## src/rtl/cache_rd_pkg.sv

```systemverilog
package cache_rd_pkg;

  localparam int ATTR_W   = 4;
  localparam int ATTR_BUF = 0;
  localparam int ATTR_CAC = 1;
  localparam int ATTR_RA  = 2;
  localparam int ATTR_WA  = 3;

  typedef enum logic [2:0] {
    CLS_STRONG,
    CLS_DEVICE,
    CLS_NOALLOC,
    CLS_WA_ONLY,
    CLS_RA
  } rd_class_e;

  typedef enum logic [2:0] {
    ST_IDLE,
    ST_LOOKUP,
    ST_FILL,
    ST_FILL_RD,
    ST_BYP,
    ST_RESP
  } rd_state_e;

endpackage

```

## src/rtl/cache_attr_decode.sv

```systemverilog
module cache_attr_decode
  import cache_rd_pkg::*;
(
  input  logic [ATTR_W-1:0] attr_i,
  output rd_class_e         cls_o
);

  always_comb begin
    if (!attr_i[ATTR_CAC]) begin
      cls_o = attr_i[ATTR_BUF] ? CLS_DEVICE : CLS_STRONG;
    end else if (attr_i[ATTR_RA]) begin
      cls_o = CLS_RA;
    end else if (attr_i[ATTR_WA]) begin
      cls_o = CLS_WA_ONLY;
    end else begin
      cls_o = CLS_NOALLOC;
    end
  end

endmodule

```

## src/rtl/cache_tag_store.sv

```systemverilog
module cache_tag_store #(
  parameter int IDX_W = 3,
  parameter int TAG_W = 11
) (
  input  logic             clk_i,
  input  logic             rst_ni,
  input  logic [IDX_W-1:0] rd_idx_i,
  input  logic [TAG_W-1:0] rd_tag_i,
  output logic             hit_o,
  input  logic             wr_en_i,
  input  logic [IDX_W-1:0] wr_idx_i,
  input  logic [TAG_W-1:0] wr_tag_i
);

  localparam int SETS = 1 << IDX_W;

  logic [SETS-1:0]  valid_q;
  logic [TAG_W-1:0] tag_q [SETS];

  for (genvar s = 0; s < SETS; s++) begin : g_set
    always_ff @(posedge clk_i or negedge rst_ni) begin
      if (!rst_ni) begin
        valid_q[s] <= 1'b0;
        tag_q[s]   <= '0;
      end else if (wr_en_i && (wr_idx_i == IDX_W'(s))) begin
        valid_q[s] <= 1'b1;
        tag_q[s]   <= wr_tag_i;
      end
    end
  end

  assign hit_o = valid_q[rd_idx_i] && (tag_q[rd_idx_i] == rd_tag_i);

endmodule

```

## src/rtl/cache_data_array.sv

```systemverilog
module cache_data_array #(
  parameter int IDX_W  = 3,
  parameter int OFF_W  = 2,
  parameter int DATA_W = 32
) (
  input  logic              clk_i,
  input  logic              wr_en_i,
  input  logic [IDX_W-1:0]  wr_idx_i,
  input  logic [OFF_W-1:0]  wr_off_i,
  input  logic [DATA_W-1:0] wr_data_i,
  input  logic [IDX_W-1:0]  rd_idx_i,
  input  logic [OFF_W-1:0]  rd_off_i,
  output logic [DATA_W-1:0] rd_data_o
);

  localparam int ENTRIES = 1 << (IDX_W + OFF_W);

  logic [DATA_W-1:0] mem_q [ENTRIES];

  always_ff @(posedge clk_i) begin
    if (wr_en_i) mem_q[{wr_idx_i, wr_off_i}] <= wr_data_i;
  end

  assign rd_data_o = mem_q[{rd_idx_i, rd_off_i}];

endmodule

```

## src/rtl/cache_read_dispatch.sv

```systemverilog
module cache_read_dispatch
  import cache_rd_pkg::*;
#(
  parameter int ADDR_W     = 16,
  parameter int DATA_W     = 32,
  parameter int LINE_WORDS = 4,
  parameter int SETS       = 8
) (
  input  logic              clk_i,
  input  logic              rst_ni,
  input  logic              req_valid_i,
  output logic              req_ready_o,
  input  logic [ADDR_W-1:0] req_addr_i,
  input  logic [ATTR_W-1:0] req_attr_i,
  output logic              rsp_valid_o,
  output logic [DATA_W-1:0] rsp_data_o,
  output logic              mem_req_o,
  output logic [ADDR_W-1:0] mem_addr_o,
  input  logic              mem_ack_i,
  input  logic [DATA_W-1:0] mem_rdata_i
);

  localparam int OFF_W = $clog2(LINE_WORDS);
  localparam int IDX_W = $clog2(SETS);
  localparam int TAG_W = ADDR_W - OFF_W - IDX_W;
  localparam logic [OFF_W-1:0] LAST_OFF = OFF_W'(LINE_WORDS - 1);

  rd_state_e         st_q, st_d;
  rd_class_e         cls_q, cls_d, cls_in;
  logic [ADDR_W-1:0] addr_q, addr_d;
  logic [OFF_W-1:0]  fill_cnt_q, fill_cnt_d;
  logic [DATA_W-1:0] rsp_data_q, rsp_data_d;

  logic              tag_hit, tag_wr, arr_wr;
  logic [DATA_W-1:0] arr_rdata;
  logic [IDX_W-1:0]  idx;
  logic [TAG_W-1:0]  tag;
  logic [OFF_W-1:0]  off;

  assign idx = addr_q[OFF_W +: IDX_W];
  assign tag = addr_q[ADDR_W-1 -: TAG_W];
  assign off = addr_q[OFF_W-1:0];

  cache_attr_decode u_decode (
    .attr_i (req_attr_i),
    .cls_o  (cls_in)
  );

  cache_tag_store #(.IDX_W(IDX_W), .TAG_W(TAG_W)) u_tags (
    .clk_i    (clk_i),
    .rst_ni   (rst_ni),
    .rd_idx_i (idx),
    .rd_tag_i (tag),
    .hit_o    (tag_hit),
    .wr_en_i  (tag_wr),
    .wr_idx_i (idx),
    .wr_tag_i (tag)
  );

  cache_data_array #(.IDX_W(IDX_W), .OFF_W(OFF_W), .DATA_W(DATA_W)) u_data (
    .clk_i     (clk_i),
    .wr_en_i   (arr_wr),
    .wr_idx_i  (idx),
    .wr_off_i  (fill_cnt_q),
    .wr_data_i (mem_rdata_i),
    .rd_idx_i  (idx),
    .rd_off_i  (off),
    .rd_data_o (arr_rdata)
  );

  always_comb begin
    st_d       = st_q;
    cls_d      = cls_q;
    addr_d     = addr_q;
    fill_cnt_d = fill_cnt_q;
    rsp_data_d = rsp_data_q;
    tag_wr     = 1'b0;
    arr_wr     = 1'b0;
    unique case (st_q)
      ST_IDLE: begin
        if (req_valid_i) begin
          addr_d = req_addr_i;
          cls_d  = cls_in;
          // only allocate-hinted cacheable reads consult the tags
          st_d   = (cls_in == CLS_RA || cls_in == CLS_WA_ONLY) ? ST_LOOKUP : ST_BYP;
        end
      end
      ST_LOOKUP: begin
        if (tag_hit) begin
          rsp_data_d = arr_rdata;
          st_d       = ST_RESP;
        end else if (cls_q == CLS_RA) begin
          fill_cnt_d = '0;
          st_d       = ST_FILL;
        end else begin
          st_d = ST_BYP;
        end
      end
      ST_FILL: begin
        if (mem_ack_i) begin
          arr_wr = 1'b1;
          if (fill_cnt_q == LAST_OFF) begin
            tag_wr = 1'b1;
            st_d   = ST_FILL_RD;
          end else begin
            fill_cnt_d = fill_cnt_q + OFF_W'(1);
          end
        end
      end
      ST_FILL_RD: begin
        rsp_data_d = arr_rdata;
        st_d       = ST_RESP;
      end
      ST_BYP: begin
        if (mem_ack_i) begin
          rsp_data_d = mem_rdata_i;
          st_d       = ST_RESP;
        end
      end
      ST_RESP: st_d = ST_IDLE;
      default: st_d = ST_IDLE;
    endcase
  end

  always_ff @(posedge clk_i or negedge rst_ni) begin
    if (!rst_ni) begin
      st_q       <= ST_IDLE;
      cls_q      <= CLS_STRONG;
      addr_q     <= '0;
      fill_cnt_q <= '0;
      rsp_data_q <= '0;
    end else begin
      st_q       <= st_d;
      cls_q      <= cls_d;
      addr_q     <= addr_d;
      fill_cnt_q <= fill_cnt_d;
      rsp_data_q <= rsp_data_d;
    end
  end

  assign req_ready_o = (st_q == ST_IDLE);
  assign rsp_valid_o = (st_q == ST_RESP);
  assign rsp_data_o  = rsp_data_q;
  assign mem_req_o   = (st_q == ST_FILL) || (st_q == ST_BYP);
  assign mem_addr_o  = (st_q == ST_FILL) ? {addr_q[ADDR_W-1:OFF_W], fill_cnt_q} : addr_q;


  accept_blocks_chk: assert property (@(posedge clk_i) disable iff (!rst_ni)
    (req_valid_i && req_ready_o) |=> !req_ready_o);


  rsp_pulse_chk: assert property (@(posedge clk_i) disable iff (!rst_ni)
    rsp_valid_o |=> (!rsp_valid_o && req_ready_o));


  fill_rd_hit_chk: assert property (@(posedge clk_i) disable iff (!rst_ni)
    (st_q == ST_FILL_RD) |-> tag_hit);


  hit_no_mem_chk: assert property (@(posedge clk_i) disable iff (!rst_ni)
    (st_q == ST_LOOKUP && tag_hit) |=> (rsp_valid_o && !mem_req_o));


  mem_hold_chk: assert property (@(posedge clk_i) disable iff (!rst_ni)
    (mem_req_o && !mem_ack_i) |=> (mem_req_o && $stable(mem_addr_o)));

endmodule

```

## config.mk

```make
export PLATFORM = sky130hd
export DESIGN_NAME = cache_read_dispatch
export DESIGN_NICKNAME = d
export VERILOG_FILES = /design/src/rtl/cache_rd_pkg.sv /design/src/rtl/cache_attr_decode.sv /design/src/rtl/cache_tag_store.sv /design/src/rtl/cache_data_array.sv /design/src/rtl/cache_read_dispatch.sv
export SDC_FILE = /design/constraint.sdc
export NUM_CORES = 1
export LEC_CHECK = 0
export BUFFER_PORTS_ARGS = -buffer_cell sky130_fd_sc_hd__buf_2
export CORE_AREA = 3 3 368 370
export CTS_CLUSTER_SIZE = 16
export DETAILED_ROUTE_END_ITERATION = 6
export DIE_AREA = 0 0 371 373
export SKIP_CTS_REPAIR_TIMING = 1
export SLEW_MARGIN = 20
export SYNTH_ARGS = -nofsm -noshare
export SYNTH_HDL_FRONTEND = slang
export SYNTH_SLANG_ARGS = --single-unit
```

## constraint.sdc

```tcl
create_clock -name clk_i -period 5.6 [get_ports clk_i]
set_input_delay 0.84 -clock clk_i [delete_from_list [all_inputs] [get_ports clk_i]]
set_output_delay 0.84 -clock clk_i [all_outputs]
set_load 0.01 [all_outputs]
```

==> impl_metrics.py, run 1 <==
metrics = {
    "global_route": {
        "antenna_found_initial": 8,
        "first_global_vias": 23310,
        "grt_usage": 0.1658,
        "grt_pass1_wl_mm": 167.2,
        "grt.overflow.total": 0,
        "grt_max_degree": 129,
    },
    "power_and_ir_drop": {
        "p_int_uw": 17480,
        "p_per_area_nw_per_um2": 465.4,
        "peakVddDrop_uv": 339.2,
        "combPwrFrac": 0.264,
        "p_switching_uw": 7107,
        "p_leak_uw": 0.01783,
        "switching_share": 0.2890,
        "p_clk_frac": 0.312,
        "pwr-share-seq": 0.424,
    },
    "yosys": {
        "synth_nets": 2330,
        "synth_cells": 2270,
        "synth_cell_types": 50,
        "yosysTopAreaCell": "edfxtp_1",
        "synthesis.area_um2": 46210,
        "ys_seq_area_frac": 0.7478,
        "yosysWarnings": 0,
        "synth_seq_cells": 1176,
        "synth_area_per_cell_um2": 20.36,
        "netlist.area_leader.share": 0.6654,
        "synth_area_leaders": "edfxtp_1 67%, mux4_2 16%, dfrtp_1 8.2%",
        "synth_commonest_cells": "1024 x edfxtp_1, 323 x mux4_2, 306 x nand2_1",
        "synth-main-ff-cell": "edfxtp_1",
        "synth_edf_count": 1024,
        "async_flop_share": 0.1293,
        "synth.most_common_cell": "edfxtp_1",
    },
    "critical_path": {
        "critical_path_class": "reg -> reg",
        "r2r_slack_ns": 1.33,
        "required_ns": 6.16,
        "rr_endpoint": "rsp_data_o[24]",
        "critPathArrivalTime_ns": 4.83,
        "cp-end-kind": "flop",
        "start_kind": "flop",
        "r2r_start": "addr_q[3]",
        "cp_max_fo": 62,
        "r2r_cells": 10,
    },
    "outcome": {
        "outcome": "finished, final reports clean",
    },
    "layout": {
        "final_core_util": 0.3974,
        "area_growth_pct": 14.33,
        "final_layout_size_suffix_gt1_frac": 0.3044,
        "final_nets": 2474,
    },
    "timing": {
        "finalWorstSetupSlack_ns": 1.334,
        "timing.fmax_mhz": 234.4,
        "setup_tns_ns": 0,
        "hold_viol_final": 0,
        "rsz0062_at_grt": "no",
        "min_period_over_period": 0.7617,
        "setup_viol": 0,
        "tightest_slew_ns": 1.115,
        "maxSlewHeadroom": 0.2553,
        "clock_skew_ns": 0.02938,
        "drv_slew": 0,
        "min_period_ns": 4.266,
    },
    "route": {
        "dr_total_vias": 22440,
        "ant_nets": 0,
        "wirelength_mm": 114.4,
        "post_drt_via_cell_ratio": 5.238,
        "wl_per_cell_um": 26.71,
        "remaining_drc_errors": 0,
        "first_iter_violations": 2341,
        "drt_first_pass_iters": 5,
    },
    "worst_hold_path": {
        "min_from": "req_addr_i[14]",
        "hp-class": "in -> reg",
        "worstHoldPathCells": 3,
        "holdPathEnd": "addr_q[14]",
    },
    "die": {
        "start_util": 0.3476,
        "io-pin-count": 107,
        "core_um2": 133000,
        "die_area_um2": 138400,
        "die_y_um": 373,
        "rows": 134,
        "die_w_um": 371,
    },
    "clock_network": {
        "clock-sinks": 1176,
        "clockBufferDepth": 3,
        "clkTransAtPathRegs_ns": 0.07,
        "numCtsBuffers": 115,
        "cts_tree": "yes",
        "clock_latency_ns": 0.69,
        "root_buffer": "clkbuf_16",
        "htree_levels": 3,
    },
    "placed_design": {
        "io_buffers": 106,
        "gp_congestion": 0.8004,
        "dp_hpwl_mm": 64.35,
        "pre_cts_slack_ns": 1.435,
    },
    "job": {
        "drv_cap": 0,
    },
}
power by group through the flow:
stage          registers (µW)  clock network [µW]  logic, µW
3_5_place_dp            10600                   0       6650
5_1_grt                 10500                8180       6980
4_1_cts                 10400                7840       6670
3_3_place_gp            10600                   0       6600
6_report                10400                7670       6490
2_1_floorplan           10100                   0       5040
layout make-up:
class                      instances  area, µm²
antenna                            2      5.005
clock buffer                     139       3009
clock inverter                    77      737.0
fill                           11660      80120
inverter                          18      70.07
multi-input combinational        929      11090
sequential                      1176      34570
tap                             1768       2212
timing repair buffer             174       1137
per-layer routing:
metal	vias up	global-route usage	wire length (µm)	part of all wire
li1	9401	-	-	-
met1	12030	0.2215	46460	0.41
met2	806	0.2755	57140	0.50
met3	197	0.03430	8122	0.071
met4	4	0.04578	2659	0.023
met5	-	0	34	0.00030
worst max-delay path: stages, from the launching register on:
cell,delay (ns)
dfrtp_4,0.98
buf_4,0.69
mux2i_1,0.17
a22oi_1,0.25
o211ai_1,0.14
xor2_1,0.17
nand2_1,0.08
nor4b_2,0.61
a21oi_4,0.10
buf_4,0.43
mux2_4,0.42
flip-flops by register name, indices dropped and copies added, names as in the netlist:
| name | cells |
|---|---|
| addr_q | 16 |
| u_tags.tag_q | 88 |
| cls_q | 3 |
| u_tags.valid_q | 8 |
| rsp_data_o | 32 |
| fill_cnt_q | 2 |
| st_q | 3 |
| u_data.mem_q | 1024 |
through the flow:
step	total power [µW]	instances	hold WS [ns]	area, µm²
5_1_grt	25650	4282	0.3542	52830
2_1_floorplan	15160	2270	0.4287	46210
4_1_cts	24940	4280	-0.05068	52820
6_report	24590	4283	0.3452	52830
3_5_place_dp	17270	4064	0.4530	49070
3_3_place_gp	17210	4064	0.4484	49070
logic make-up (layout without fill, tap and decap cells):
group           count (synthesis)  after routing  share of synthesized area
compound gates                 93             93                    0.01191
xor+xnor                        9              9                   0.001706
fa+ha+maj                       4              4                   0.001083
buf+inv                       165            408                    0.01608
flops                        1176           1176                     0.7478
mux                           434            434                     0.1868
other cells                     0              2                          0
simple gates                  389            389                    0.03466
how the worst max path moves through the flow:
stage	from	to	slack (ns)
floorplan	st_q[2]	u_data.mem_q[16][0]	1.40
global placement	addr_q[3]	rsp_data_o[18]	1.41
detailed placement	addr_q[3]	rsp_data_o[18]	1.44
CTS	addr_q[3]	rsp_data_o[20]	1.38
global route	addr_q[3]	rsp_data_o[22]	1.20
finish	addr_q[3]	rsp_data_o[24]	1.33
cell usage in the layout (no fill, tap or decap), drive strengths merged, types with 3 or more instances in the layout:
cell type and instances:
a21oi 15, a221oi 4, a22oi 4, a31oi 5, and2 3, buf 173, bufinv 12, clkbuf 139
clkinv 49, clkinvlp 9, dfrtp 152, edfxtp 1024, ha 4, inv 25, mux2 55, mux2i 52
mux4 327, nand2 306, nand2b 11, nand3 5, nor2 28, nor2b 4, nor3 15, nor4b 3
o21ai 49, o221ai 3, o22a 3, xor2 8
Note: power is estimated with default switching activity, not from simulation.
==> run 2, diff against run 1 <==
ABC_AREA = 1   (was default)
CORE_AREA = 3 3 370 372   (was 3 3 368 370)
DIE_AREA = 0 0 373 375   (was 0 0 371 373)
clock period = 3.7 ns   (was 5.6 ns; I/O delays follow)
==> run 2 against run 1 <==
Against the previous run: register-to-register slack worse by 0.84 ns; wire length increased by 17%; fmax is 33% higher; count of clock-buffer cells in the layout up 7; highest routed layer unchanged; final cell count grew 37%; critical endpoint is now rsp_data_o[10].
==> impl_metrics.py, run 2 <==
metrics = {
    "clock_network": {
        "htree_levels": 3,
        "clock_latency_ns": 0.72,
        "numCtsBuffers": 116,
        "root_buffer": "clkbuf_16",
        "cts_tree": "yes",
        "clkTransAtPathRegs_ns": 0.06,
        "clock-sinks": 1176,
        "clockBufferDepth": 3,
    },
    "placed_design": {
        "gp_congestion": 0.8321,
        "dp_hpwl_mm": 76.06,
        "io_buffers": 106,
        "placedCellCount": 5664,
    },
    "job": {
        "drv_cap": 0,
    },
    "timing": {
        "min_period_over_period": 0.8676,
        "setup_viol": 0,
        "rsz0062_at_grt": "no",
        "min_period_ns": 3.210,
        "setup_tns_ns": 0,
        "drv_slew": 0,
        "timing.fmax_mhz": 311.5,
        "hold_viol_final": 0,
        "clock_skew_ns": 0.02625,
        "maxSlewHeadroom": 0.3605,
        "tightest_slew_ns": 0.9583,
    },
    "yosys": {
        "synth_cell_types": 27,
        "synthMuxAreaShare": 0,
        "yosysWarnings": 0,
        "synthesis.area_um2": 46780,
        "async_flop_share": 0.1293,
        "synth_seq_cells": 1176,
        "netlist.area_leader.share": 0.6573,
        "synth-main-ff-cell": "edfxtp_1",
        "ys_seq_area_frac": 0.7386,
        "synth_edf_count": 1024,
        "yosysTopAreaCell": "edfxtp_1",
        "synth_cells": 3911,
        "synth-compound-area-share": 0.1112,
        "synthAdderAreaFrac": 0.001070,
        "synth_top_family_by_area": "simple AND/OR/NAND/NOR gates",
        "yosys.area_share.simple": 0.1200,
        "synth_area_leaders": "edfxtp_1 66%, dfrtp_1 8.1%, o21ai_0 7.1%",
        "synth_xor_area_frac": 0,
        "synth.most_common_cell": "edfxtp_1",
        "synth_commonest_cells": "1024 x edfxtp_1, 667 x nand2_1, 666 x o21ai_0",
        "synth_nets": 3971,
        "synth_area_per_cell_um2": 11.96,
    },
    "critical_path": {
        "cpMostUsedCell": "nand2_1",
        "r2r_slack_ns": 0.49,
        "required_ns": 4.29,
        "cp-end-kind": "flop",
        "r2r_cells": 16,
        "cp_max_fo": 32,
        "critPathArrivalTime_ns": 3.80,
        "crit_family": "simple AND/OR/NAND/NOR gates",
        "worst-path-buf-inv": 3,
        "critical_path_class": "reg -> reg",
        "rr_endpoint": "rsp_data_o[10]",
        "worstPathCellList": "inv_2, buf_4, nand2_1, nand2_1, nand2_1, nand3_1, nand3_1, nand2_1, clkinv_1, nand2_1, nor2_1, nand4_1, nand2_2, nand2_2, nand2_1, nand2_1",
        "slowest_delay_ns": 0.63,
        "r2r_start": "addr_q[2]",
        "start_kind": "flop",
        "crit_path_top_delay_cell": "dfrtp_1",
    },
    "worst_hold_path": {
        "holdPathEnd": "addr_q[13]",
        "worstHoldPathCells": 3,
        "min_from": "req_addr_i[13]",
        "hp-class": "in -> reg",
    },
    "layout": {
        "num-fill-cells": 12450,
        "area_growth_pct": 14.92,
        "layout_commonest_cell": "edfxtp_1",
        "regMostFlops": "u_data.mem_q",
        "final_layout_size_suffix_gt1_frac": 0.1141,
        "final_cells": 5883,
        "final_nets": 4075,
        "final_cell_mix": "1024 x edfxtp_1, 667 x nand2_1, 666 x o21ai_0",
        "largest_register_ffs": 1024,
    },
    "global_route": {
        "grt_max_degree": 107,
        "grt_usage": 0.1871,
        "grt.overflow.total": 0,
        "grt_pass1_wl_mm": 199.5,
        "first_global_vias": 29760,
        "antenna_found_initial": 10,
    },
    "die": {
        "die_w_um": 373,
        "die_area_um2": 139900,
        "io-pin-count": 107,
        "die_y_um": 375,
        "rows": 134,
        "core_um2": 133600,
        "start_util": 0.3501,
    },
    "power_and_ir_drop": {
        "peakVddDrop_uv": 445.5,
        "p_total_uw": 39420,
        "p_per_area_nw_per_um2": 733.2,
        "p_leak_uw": 0.01848,
    },
    "route": {
        "post_drt_via_cell_ratio": 5.368,
        "remaining_drc_errors": 0,
        "drt_first_pass_iters": 5,
        "wirelength_mm": 134.3,
        "first_iter_violations": 3526,
        "wl_per_cell_um": 22.84,
        "dr_total_vias": 31580,
        "ant_nets": 0,
    },
    "outcome": {
        "outcome": "finished, final reports clean",
    },
}
-- run 2: changes by cell type in the layout (fill, tap and decap cells not counted), sizes merged, moves of 31 or more --
cell and delta:
o21ai +623, nor2 +589, nand2 +364, mux4 -327, o22ai +236, nand3 +79, buf +76, mux2 -55
mux2i -52, nand4 +48, inv +43, a21oi +31
-- run 2: worst max path at each step --
stage | from | cells after the start | slack, ns | endpoint
final | addr_q[2] | 16 | 0.49 | rsp_data_o[10]
after global routing | addr_q[2] | 16 | 0.09 | rsp_data_o[14]
after CTS | addr_q[2] | 16 | 0.56 | rsp_data_o[7]
after detailed placement | addr_q[2] | 16 | 0.58 | rsp_data_o[7]
after global placement | addr_q[2] | 16 | 0.67 | rsp_data_o[30]
after floorplan | st_q[2] | 11 | 0.28 | u_tags.tag_q[24]
-- run 2: area by class of cell --
cell class	instances	area [µm²]	share of cell area
multi-input cells	2404	11110	0.2066
inverters	67	267.8	0.004981
clock inverters	69	570.5	0.01061
diodes	3	7.507	0.0001396
clock buffers	146	3085	0.05739
well taps	1768	2212	0.04115
flip-flops and latches	1176	34560	0.6429
repair buffers	250	1946	0.03619
-- run 2: kinds of logic after synthesis --
group / Yosys count
adder cells (fa/ha/maj): 4
AO/OA/AOI/OAI: 974
flip-flops: 1176
AND/OR/NAND/NOR: 1426
buffers and inverters: 331
-- run 2: stage by stage --
stage / cell area, µm² / setup slack, ns / hold WS (ns) / utilization
floorplan: 46780 / 0.2821 / 0.2594 / -
global placement: 50090 / 0.6722 / 0.4392 / 0.3748
detailed placement: 50090 / 0.5840 / 0.4400 / 0.3748
CTS: 53740 / 0.5591 / -0.2156 / 0.4022
global route: 53750 / 0.09203 / 0.03355 / 0.4023
finish: 53760 / 0.4900 / 0.04252 / 0.4023
-- run 2: worst reg2reg max path: cells and delay by family (launching register included) --
family / cells / cell delay, ns
buffers and inverters: 3 / 0.53
AND/OR/NAND/NOR: 13 / 1.91
flip-flops: 1 / 0.63
-- run 2: power breakdown --
part / internal [µW] / leakage [µW] / switching [µW]
logic: 3710 / 0.00553 / 9220
clock network: 6330 / 0.00178 / 5030
registers: 14700 / 0.0112 / 374
-- run 2: layer usage --
layer | global-route usage | share of wire
met5 | 0 | 0.00056
met4 | 0.05018 | 0.023
met3 | 0.03364 | 0.082
met2 | 0.2951 | 0.46
met1 | 0.2665 | 0.43
